$ cat config.mk
export PLATFORM = sky130hd
export DESIGN_NAME = sar_conv_ctrl
export DESIGN_NICKNAME = d
export VERILOG_FILES = /design/src/rtl/sar_pkg.sv /design/src/rtl/sar_trial_timer.sv /design/src/rtl/sar_approx_reg.sv /design/src/rtl/sar_idle_mon.sv /design/src/rtl/sar_conv_ctrl.sv
export SDC_FILE = /design/constraint.sdc
export NUM_CORES = 1
export LEC_CHECK = 0
export BUFFER_PORTS_ARGS = -buffer_cell sky130_fd_sc_hd__buf_4
export CORE_ASPECT_RATIO = 0.8
export CORE_MARGIN = 4
export CORE_UTILIZATION = 45
export CTS_BUF_LIST = sky130_fd_sc_hd__clkbuf_4
export DETAILED_ROUTE_END_ITERATION = 16
export PLACE_DENSITY = 0.73
export RECOVER_POWER = 25
export SYNTH_ARGS = -nofsm -noshare
export SYNTH_HDL_FRONTEND = slang
export SYNTH_SLANG_ARGS = --single-unit
$ cat constraint.sdc
create_clock -name clk -period 1.91 [get_ports clk]
set_input_delay 0.0955 -clock clk [delete_from_list [all_inputs] [get_ports clk]]
set_output_delay 0.0955 -clock clk [all_outputs]
set_load 0.03 [all_outputs]
$ cat src/rtl/sar_pkg.sv
package sar_pkg;

   typedef enum logic [1:0] {
      ST_ACQ   = 2'd0,
      ST_OPEN  = 2'd1,
      ST_TRIAL = 2'd2,
      ST_DONE  = 2'd3
   } sar_state_e;

endpackage

$ cat src/rtl/sar_trial_timer.sv
// Marks the last cycle of each bit trial.
module sar_trial_timer #(
   parameter int SETTLE_CYC = 4
) (
   input  logic clk,
   input  logic rst_n,
   input  logic run,
   output logic last
);

   generate
      if (SETTLE_CYC == 1) begin : g_single
         assign last = run;
      end else begin : g_count
         localparam int TW = $clog2(SETTLE_CYC);
         logic [TW-1:0] tcnt;
         always_ff @(posedge clk or negedge rst_n) begin
            if (!rst_n)
               tcnt <= '0;
            else if (!run || tcnt == TW'(SETTLE_CYC - 1))
               tcnt <= '0;
            else
               tcnt <= tcnt + 1'b1;
         end
         assign last = run && (tcnt == TW'(SETTLE_CYC - 1));
      end
   endgenerate

endmodule

$ cat src/rtl/sar_approx_reg.sv
// Successive-approximation register with a one-hot trial pointer.
module sar_approx_reg #(
   parameter int NBITS = 16
) (
   input  logic             clk,
   input  logic             rst_n,
   input  logic             load,
   input  logic             step,
   input  logic             comp,
   output logic [NBITS-1:0] trial_o,
   output logic             last_bit_o
);

   localparam logic [NBITS-1:0] TOP = {1'b1, {(NBITS-1){1'b0}}};

   logic [NBITS-1:0] ptr;

   always_ff @(posedge clk or negedge rst_n) begin
      if (!rst_n) begin
         trial_o <= '0;
         ptr     <= '0;
      end else if (load) begin
         trial_o <= TOP;
         ptr     <= TOP;
      end else if (step) begin
         trial_o <= (trial_o & ~ptr) | (comp ? ptr : '0) | (ptr >> 1);
         ptr     <= ptr >> 1;
      end
   end

   assign last_bit_o = ptr[0];

endmodule

$ cat src/rtl/sar_idle_mon.sv
// Measures the gap between accepted starts and latches a stale flag.
module sar_idle_mon #(
   parameter int IDLE_LIMIT = 250000
) (
   input  logic clk,
   input  logic rst_n,
   input  logic start_acc,
   input  logic fast_mode,
   output logic stale_o
);

   localparam int CW = $clog2(IDLE_LIMIT + 1);
   localparam logic [CW-1:0] LIM = CW'(IDLE_LIMIT);

   logic [CW-1:0] gap_cnt;
   logic          armed;

   always_ff @(posedge clk or negedge rst_n) begin
      if (!rst_n) begin
         gap_cnt <= '0;
         armed   <= 1'b0;
         stale_o <= 1'b0;
      end else if (start_acc) begin
         stale_o <= fast_mode & (~armed | (gap_cnt >= LIM));
         gap_cnt <= '0;
         armed   <= 1'b1;
      end else if (gap_cnt != LIM) begin
         gap_cnt <= gap_cnt + 1'b1;
      end
   end

endmodule

$ cat src/rtl/sar_conv_ctrl.sv
module sar_conv_ctrl #(
   parameter int NBITS      = 16,
   parameter int SETTLE_CYC = 4,
   parameter int IDLE_LIMIT = 250000
) (
   input  logic             clk,
   input  logic             rst_n,
   input  logic             start_n,
   input  logic             comp_i,
   input  logic             twos_sel,
   input  logic             fast_mode,
   output logic             samp_sw_o,
   output logic             in_sel_o,
   output logic [NBITS-1:0] elem_ref_o,
   output logic             busy_o,
   output logic [NBITS-1:0] data_o,
   output logic             data_valid_o,
   output logic             result_ok_o
);

   import sar_pkg::*;

   generate
      if (NBITS < 2) begin : g_bad_nbits
         $error("NBITS must be at least 2");
      end
      if (SETTLE_CYC < 1) begin : g_bad_settle
         $error("SETTLE_CYC must be at least 1");
      end
      if (IDLE_LIMIT < 1) begin : g_bad_limit
         $error("IDLE_LIMIT must be at least 1");
      end
   endgenerate

   sar_state_e       state;
   logic             start_q;
   logic             accept;
   logic             trial_last;
   logic             step;
   logic             last_bit;
   logic             stale;
   logic [NBITS-1:0] trial;

   assign accept = (state == ST_ACQ) && start_q && !start_n;
   assign step   = (state == ST_TRIAL) && trial_last;

   sar_trial_timer #(.SETTLE_CYC(SETTLE_CYC)) u_timer (
      .clk   (clk),
      .rst_n (rst_n),
      .run   (state == ST_TRIAL),
      .last  (trial_last)
   );

   sar_approx_reg #(.NBITS(NBITS)) u_sar (
      .clk        (clk),
      .rst_n      (rst_n),
      .load       (state == ST_OPEN),
      .step       (step),
      .comp       (comp_i),
      .trial_o    (trial),
      .last_bit_o (last_bit)
   );

   sar_idle_mon #(.IDLE_LIMIT(IDLE_LIMIT)) u_idle (
      .clk       (clk),
      .rst_n     (rst_n),
      .start_acc (accept),
      .fast_mode (fast_mode),
      .stale_o   (stale)
   );

   always_ff @(posedge clk or negedge rst_n) begin
      if (!rst_n) begin
         state        <= ST_ACQ;
         start_q      <= 1'b1;
         data_o       <= '0;
         data_valid_o <= 1'b0;
         result_ok_o  <= 1'b0;
      end else begin
         start_q      <= start_n;
         data_valid_o <= 1'b0;
         unique case (state)
            ST_ACQ:   if (accept) state <= ST_OPEN;
            ST_OPEN:  state <= ST_TRIAL;
            ST_TRIAL: if (step && last_bit) state <= ST_DONE;
            ST_DONE: begin
               state        <= ST_ACQ;
               data_o       <= trial ^ {twos_sel, {(NBITS-1){1'b0}}};
               data_valid_o <= 1'b1;
               result_ok_o  <= ~stale;
            end
            default:  state <= ST_ACQ;
         endcase
      end
   end

   assign busy_o     = (state != ST_ACQ);
   assign samp_sw_o  = (state == ST_ACQ);
   assign in_sel_o   = (state == ST_ACQ) || (state == ST_OPEN);
   assign elem_ref_o = in_sel_o ? '0 : trial;

endmodule

Word-level counts from Yosys, hierarchy flattened
Cells that the tools add are included.
{"block": "classes", "eq_ne": 7, "reduce_logical": 14, "n_lt_le_gt_ge": 1, "n_mux": 13, "n_addsub": 2, "bitwise_logic": 9}
{"cell": "16-bit two-way mux", "count": 6}
{"cell": "18-bit two-way mux", "count": 2}
{"cell": "18-bit by 1-bit adder with 18-bit output (second input constant)", "count": 1}
{"cell": "18-bit greater-or-equal comparator (second input constant)", "count": 1}
{"cell": "18-bit inequality test (second input constant)", "count": 1}
{"cell": "16-bit AND", "count": 1}
{"cell": "16-bit inverter", "count": 1}
{"cell": "16-bit by 15-bit OR with 16-bit output", "count": 1}
{"cell": "16-bit OR", "count": 1}
{"cell": "16-bit XOR", "count": 1}
{"cell": "2-bit one-hot mux with 4 select lines", "count": 1}
{"cell": "2-bit equality test (second input constant)", "count": 3}
{"cell": "2-bit two-way mux", "count": 3}
{"cell": "2-bit nonzero test", "count": 3}
{"cell": "1-bit logical AND", "count": 5}
{"cell": "2-bit by 1-bit adder with 2-bit output (second input constant)", "count": 1}
{"cell": "2-bit by 1-bit equality test with 1-bit output (second input constant)", "count": 1}
{"cell": "1-bit zero test", "count": 2}
{"cell": "2-bit zero test", "count": 1}
{"cell": "1-bit logical OR", "count": 2}
{"cell": "2-bit by 1-bit inequality test with 1-bit output (second input constant)", "count": 1}
{"cell": "2-bit inequality test (second input constant)", "count": 1}
{"cell": "1-bit inverter", "count": 2}
{"cell": "2-bit AND reduction", "count": 1}
{"cell": "other kinds (3)", "count": 3}
{"block": "totals", "output_inout_bits": 37, "wordCells": 57, "reg_bits": 75}

Logic depth before layout (Yosys ltp)
{"block": "logic_depth", "ltp_word": 6, "mapped_depth": 7}

Hierarchy
From an unflattened synthesis, not the netlist that was laid out.
{"block": "unflattened", "cells_unflattened": 334, "area_unflattened_um2": 3746.1}
{"mod": "sar_approx_reg", "instances": 1, "cells_per_inst": 136, "area_per_inst_um2": 1544.0}
{"mod": "sar_idle_mon", "instances": 1, "cells_per_inst": 116, "area_per_inst_um2": 1084.8}
{"mod": "sar_conv_ctrl", "instances": 1, "cells_per_inst": 76, "area_per_inst_um2": 1026.0}
{"mod": "sar_trial_timer", "instances": 1, "cells_per_inst": 6, "area_per_inst_um2": 91.3}

Worst setup path after synthesis
OpenSTA, ideal clock, no wires.
{"block": "synth_timing", "path_type": "reg-to-reg", "start": "register state[0]", "end": "register u_idle.gap_cnt[10]", "t_required_ns": 1.789, "n_path_buf": 2, "path_stages_with_launch": 8, "arrival_time_ns": 1.965, "slack_ns": -0.176, "path_cell_list": "dfrtp_1 > inv_1 > ha_1 > inv_1 > nor3b_1 > clkbuf_1 > buf_2 > nor2_1"}
{"block": "synth_via", "elab_chain_cells": 4, "word_cells_on_any_way": 5, "classes_between": "mux: 1; reduce/logical: 4"}
{"element": "start, declared", "line": "sar_conv_ctrl.sv:35", "text": "sar_state_e state;"}
{"element": "start signal, assigned", "line": "sar_conv_ctrl.sv:74", "text": "state <= ST_ACQ;"}
{"element": "start signal, assigned", "line": "sar_conv_ctrl.sv:83", "text": "ST_ACQ: if (accept) state <= ST_OPEN;"}
{"element": "start signal, assigned", "line": "sar_conv_ctrl.sv:84", "text": "ST_OPEN: state <= ST_TRIAL;"}
{"element": "2-bit zero test (*)"}
{"element": "via samp_sw_o", "line": "sar_conv_ctrl.sv:12", "text": "output logic samp_sw_o,"}
{"element": "1-bit logical AND (*) (2 in series)", "line": "sar_conv_ctrl.sv:44", "text": "assign accept = (state == ST_ACQ) && start_q && !start_n;"}
{"element": "18-bit two-way mux or 2-bit nonzero test (tied branches)"}
{"element": "end signal, assigned", "line": "sar_idle_mon.sv:28", "text": "gap_cnt <= gap_cnt + 1'b1;"}
{"element": "end, declared", "line": "sar_idle_mon.sv:15", "text": "logic [CW-1:0] gap_cnt;"}
The timed path passes the listed nets; every way through them passes the cells marked *.
A chain may end at the register's enable or synchronous reset.

Worst setup path in the final report
{"block": "layout_timing", "start": "register state[0]", "end": "output port elem_ref_o[12]"}
{"block": "layout_via", "elab_chain_cells": 3, "word_cells_on_any_way": 4, "classes_between": "eq/ne: 1; mux: 1; reduce/logical: 2"}
{"element": "2-bit by 1-bit equality test with 1-bit output or 2-bit zero test (tied branches)", "line": "sar_conv_ctrl.sv:99", "text": "assign in_sel_o = (state == ST_ACQ) || (state == ST_OPEN);"}
{"element": "1-bit logical OR (*)", "line": "sar_conv_ctrl.sv:99"}
{"element": "16-bit two-way mux (*)", "line": "sar_conv_ctrl.sv:100", "text": "assign elem_ref_o = in_sel_o ? '0 : trial;"}
{"element": "end, declared", "line": "sar_conv_ctrl.sv:14", "text": "output logic [NBITS-1:0] elem_ref_o,"}
Every way passes the cells marked *; elsewhere a longest branch is shown, timed or not.

==> impl_metrics.sql <==
INSERT INTO impl_metrics (metric_group, metric, value, unit) VALUES
('outcome', 'result_of_the_run', 'complete, no violations', ''),
('sta', 'setup-tns-final', '0', 'ps'),
('cts', 'cts.root.buffer_cell', 'sky130_fd_sc_hd__clkbuf_4', ''),
('yosys', 'synth_area', '0.003518', 'mm^2'),
('finish', 'area_taken_by_multi_input_logic_gates', '0.001584', 'mm^2'),
('finish', 'seqCellArea', '0.001878', 'mm^2'),
('worst_hold_path', 'holdCritPathClass', 'in -> reg', ''),
('finish', 'number_of_nets_in_the_final_layout', '419', ''),
('global_routing', 'global_route_wire_length_before_repair', '12480', 'um'),
('sta', 'rsz0062_at_grt', 'true', ''),
('cts', 'cts_num_sinks', '75', ''),
('power_and_ir_drop', 'p_switching', '1.624', 'mW'),
('power_and_ir_drop', 'intPower', '3.384', 'mW'),
('drt', 'drcViolationCount', '0', ''),
('yosys', 'synth-seq-area-share', '0.5338', ''),
('sta', 'layout_min_cycle_time', '1812', 'ps'),
('worst_setup_path', 'cp.required', '1810', 'ps'),
('yosys', 'netlist-cell-type-count', '45', ''),
('cts', 'clockBufferDepth', '2', ''),
('worst_setup_path', 'crit_path_max_incr_delay', '430', 'ps'),
('power_and_ir_drop', 'sequentialPowerShare', '0.379', ''),
('floorplan', 'die-area', '0.009306', 'mm^2'),
('yosys', 'synth_cells', '350', ''),
('worst_setup_path', 'cells_along_the_critical_path', 'inv_2, ha_4, nor2_4, buf_6, and2_1, buf_6', ''),
('floorplan', 'floorplan.die.height', '87.09', 'um'),
('sta', 'timing.fmax', '551.7', 'MHz'),
('yosys', 'synth_top_cell_area_share', '0.5263', ''),
('worst_setup_path', 'end_kind', 'output pin', ''),
('cts', 'htree_levels', '3', ''),
('drt', 'dr.pass1.iters', '4', ''),
('sta', 'setup_failing_eps_final', '0', ''),
('yosys', 'synth-warning-count', '0', ''),
('finish', 'filler_cells_inserted', '674', ''),
('drt', 'route.detailed.wl_per_inst', '14.85', 'um'),
('yosys', 'mappedNetlistNets', '363', ''),
('floorplan', 'number_of_top_level_pins', '43', ''),
('yosys', 'postSynthAreaPerCell', '10.05', 'um^2'),
('drt', 'postRouteAntennaNets', '0', ''),
('yosys', 'synth_top_area_cell', 'sky130_fd_sc_hd__dfrtp_1', ''),
('worst_setup_path', 'critPathMostFrequentCell', 'sky130_fd_sc_hd__buf_6', ''),
('power_and_ir_drop', 'swShare', '0.3243', ''),
('power_and_ir_drop', 'p_leak', '2.019', 'nW'),
('cts', 'cts.reportedPaths.clkPinSlew', '120', 'ps'),
('cts', 'cts_buffers', '9', ''),
('global_routing', 'grt-ovfl-total', '0', ''),
('global_routing', 'first_global_vias', '2591', ''),
('cts', 'clk_latency', '420', 'ps'),
('drt', 'vias_per_cell', '5.382', ''),
('floorplan', 'initial_core_util', '0.4693', ''),
('worst_setup_path', 'crit_slowest_cell', 'sky130_fd_sc_hd__dfrtp_1', ''),
('floorplan', 'row_count', '28', ''),
('cts', 'cts_tree', 'done', ''),
('global_routing', 'grt_util_all_layers', '0.1702', ''),
('worst_setup_path', 'critPathArrivalTime', '1720', 'ps'),
('placement', 'detailedPlacementHpwl', '4982', 'um'),
('power_and_ir_drop', 'pwr-share-clk', '0.323', ''),
('drt', 'num_vias', '2777', ''),
('finish', 'final_layout_size_suffix_gt1_frac', '0.2433', ''),
('global_routing', 'grt_antenna_before_repair', '0', ''),
('global_routing', 'grt_start_max_net_pins', '47', ''),
('power_and_ir_drop', 'p_per_area', '1151', 'mW/mm^2'),
('finish', 'antenna-diode-count', '0', ''),
('yosys', 'ys_ff_latch', '75', ''),
('sta', 'slew_violations', '0', ''),
('sta', 'whs', '58.39', 'ps'),
('worst_setup_path', 'critical_path.top_delay_family', 'flip-flops', ''),
('placement', 'portBuffers', '42', ''),
('power_and_ir_drop', 'overall_power_of_the_completed_layout', '5.008', 'mW'),
('finish', 'flow.area_growth_from_synthesis', '23.68', '%'),
('power_and_ir_drop', 'max-vdd-ir-drop', '505.5', 'uV'),
('sta', 'slew_headroom', '0.2672', '');
-- power groups by stage --
stage / clock, mW / sequential (mW) / combinational [mW]
floorplan: 0 / 1.95 / 0.771
global placement: 0 / 1.92 / 1.24
detailed placement: 0 / 1.93 / 1.26
CTS: 1.65 / 1.90 / 1.30
global route: 1.72 / 1.92 / 1.61
finish: 1.62 / 1.90 / 1.49
-- metal layers --
layer / global-route usage / share of wire / wire length (um) / vias up
met2: 0.2606 / 0.46 / 3507 / 79
met4: 0.05459 / 0.020 / 151 / 0
li1: - / - / - / 1328
met1: 0.2365 / 0.47 / 3597 / 1356
met5: 0 / 0 / 0 / -
met3: 0.04744 / 0.053 / 405 / 14
-- sequential cells by signal (all words and copies together) (netlist names) --
| register | cells |
|---|---|
| data_o | 16 |
| data_valid_o | 1 |
| result_ok_o | 1 |
| start_q | 1 |
| state | 2 |
| u_idle.armed | 1 |
| u_idle.gap_cnt | 18 |
| u_idle.stale_o | 1 |
| u_sar.ptr | 16 |
| u_sar.trial_o | 16 |
| u_timer.g_count.tcnt | 2 |
-- worst paths after layout --
check | start | endpoint | slack, ps | cells after the start
setup / recovery | state[0] | elem_ref_o[12] | 100 | 6
hold / removal | comp_i | u_sar.trial_o[15] | 60 | 3
setup reg to reg | state[0] | u_sar.trial_o[15] | 150 | 6
hold reg to reg | u_timer.g_count.tcnt[0] | u_timer.g_count.tcnt[0] | 450 | 1
max in group asynchronous | rst_n | start_q | 650 | 3
min in group asynchronous | rst_n | u_sar.ptr[10] | 420 | 2
-- what timing repair did --
action                                  in CTS  in global routing
gates cloned                                 0                  2
hold endpoints to repair                    46                  0
endpoints found under the setup margin       1                 33
gates resized for setup                      1                 15
pin swaps                                    0                  1
hold buffers                                 4                  0
buffers inserted                             0                  2
-- synth_stat cells --
library cell / count
sky130_fd_sc_hd__or3_1: 1
sky130_fd_sc_hd__o31ai_1: 3
sky130_fd_sc_hd__nand3b_1: 1
sky130_fd_sc_hd__nor4_1: 2
sky130_fd_sc_hd__nor3b_1: 2
sky130_fd_sc_hd__nand3_4: 1
sky130_fd_sc_hd__o21ai_0: 2
sky130_fd_sc_hd__nand3_1: 4
sky130_fd_sc_hd__a311oi_1: 1
sky130_fd_sc_hd__nand2b_1: 2
sky130_fd_sc_hd__a22oi_1: 1
sky130_fd_sc_hd__mux2_2: 15
sky130_fd_sc_hd__clkbuf_1: 11
sky130_fd_sc_hd__nand4_1: 7
sky130_fd_sc_hd__nand2_4: 1
sky130_fd_sc_hd__o22ai_1: 1
sky130_fd_sc_hd__dfrtp_1: 74
sky130_fd_sc_hd__xnor2_1: 4
sky130_fd_sc_hd__a41o_1: 2
sky130_fd_sc_hd__o32ai_1: 1
sky130_fd_sc_hd__o31a_1: 1
sky130_fd_sc_hd__and4_4: 2
sky130_fd_sc_hd__nor2b_1: 14
sky130_fd_sc_hd__buf_2: 3
sky130_fd_sc_hd__o31a_2: 1
sky130_fd_sc_hd__and2_1: 18
sky130_fd_sc_hd__ha_1: 7
sky130_fd_sc_hd__nor4bb_1: 1
sky130_fd_sc_hd__a211o_1: 1
sky130_fd_sc_hd__a31oi_1: 2
sky130_fd_sc_hd__nand2_1: 45
sky130_fd_sc_hd__nor3_1: 19
sky130_fd_sc_hd__a211oi_1: 14
sky130_fd_sc_hd__and3_1: 2
sky130_fd_sc_hd__a21oi_1: 19
sky130_fd_sc_hd__nor2_1: 39
sky130_fd_sc_hd__or4_1: 3
sky130_fd_sc_hd__buf_1: 1
sky130_fd_sc_hd__xor2_1: 7
sky130_fd_sc_hd__mux2i_1: 2
sky130_fd_sc_hd__a21o_1: 1
sky130_fd_sc_hd__inv_1: 9
sky130_fd_sc_hd__dfstp_2: 1
sky130_fd_sc_hd__and3b_1: 1
sky130_fd_sc_hd__o22a_1: 1
-- layout by cell type (no fill, tap or decap), drive strengths merged, types with 4 or more instances in the layout --
cell	instances
a21oi	19
nand3	5
xor2	7
ha	7
buf	54
dfrtp	74
nor3	19
a211oi	14
nand2	46
mux2	15
dlygate4sd3	4
bufinv	6
nand4	7
inv	9
and2	18
nor2	39
clkbuf	11
xnor2	4
nor2b	14
-- final cells by class --
cell class | count | area share
Clock buffer | 9 | 0.01553
Clock inverter | 7 | 0.04313
Inverter | 9 | 0.007763
Multi-Input combinational cell | 251 | 0.3640
Sequential cell | 75 | 0.4316
Tap cell | 105 | 0.03019
Timing Repair Buffer | 60 | 0.1078
-- stage by stage --
stage | util | instances | worst slack (ps) | instance area (um^2)
after global routing | 0.5804 | 516 | -27.49 | 4352
after floorplan | - | 350 | 71.08 | 3522
after global placement | 0.5319 | 492 | 223.9 | 3988
after detailed placement | 0.5319 | 492 | 123.4 | 3988
after CTS | 0.5726 | 512 | 6.911 | 4293
final | 0.5804 | 516 | 97.56 | 4352
-- worst register-to-register path, stage by stage, from the launching register on --
cell and delay (ps):
sky130_fd_sc_hd__dfrtp_1 440, sky130_fd_sc_hd__inv_2 100, sky130_fd_sc_hd__ha_1 180, sky130_fd_sc_hd__and2_1 180, sky130_fd_sc_hd__buf_4 320, sky130_fd_sc_hd__nand2_1 140
sky130_fd_sc_hd__a211o_1 300
-- cell families after synthesis --
kind of cell	synth area share
and+or+nand+nor	0.2368
DFF	0.5338
AOI/OAI and AO/OA	0.09673
buffers and inverters	0.02667
muxes	0.05370
xor gates and xnor gates	0.02738
adders and majority gates	0.02489
No activity file was read; power rests on OpenSTA's default activity.
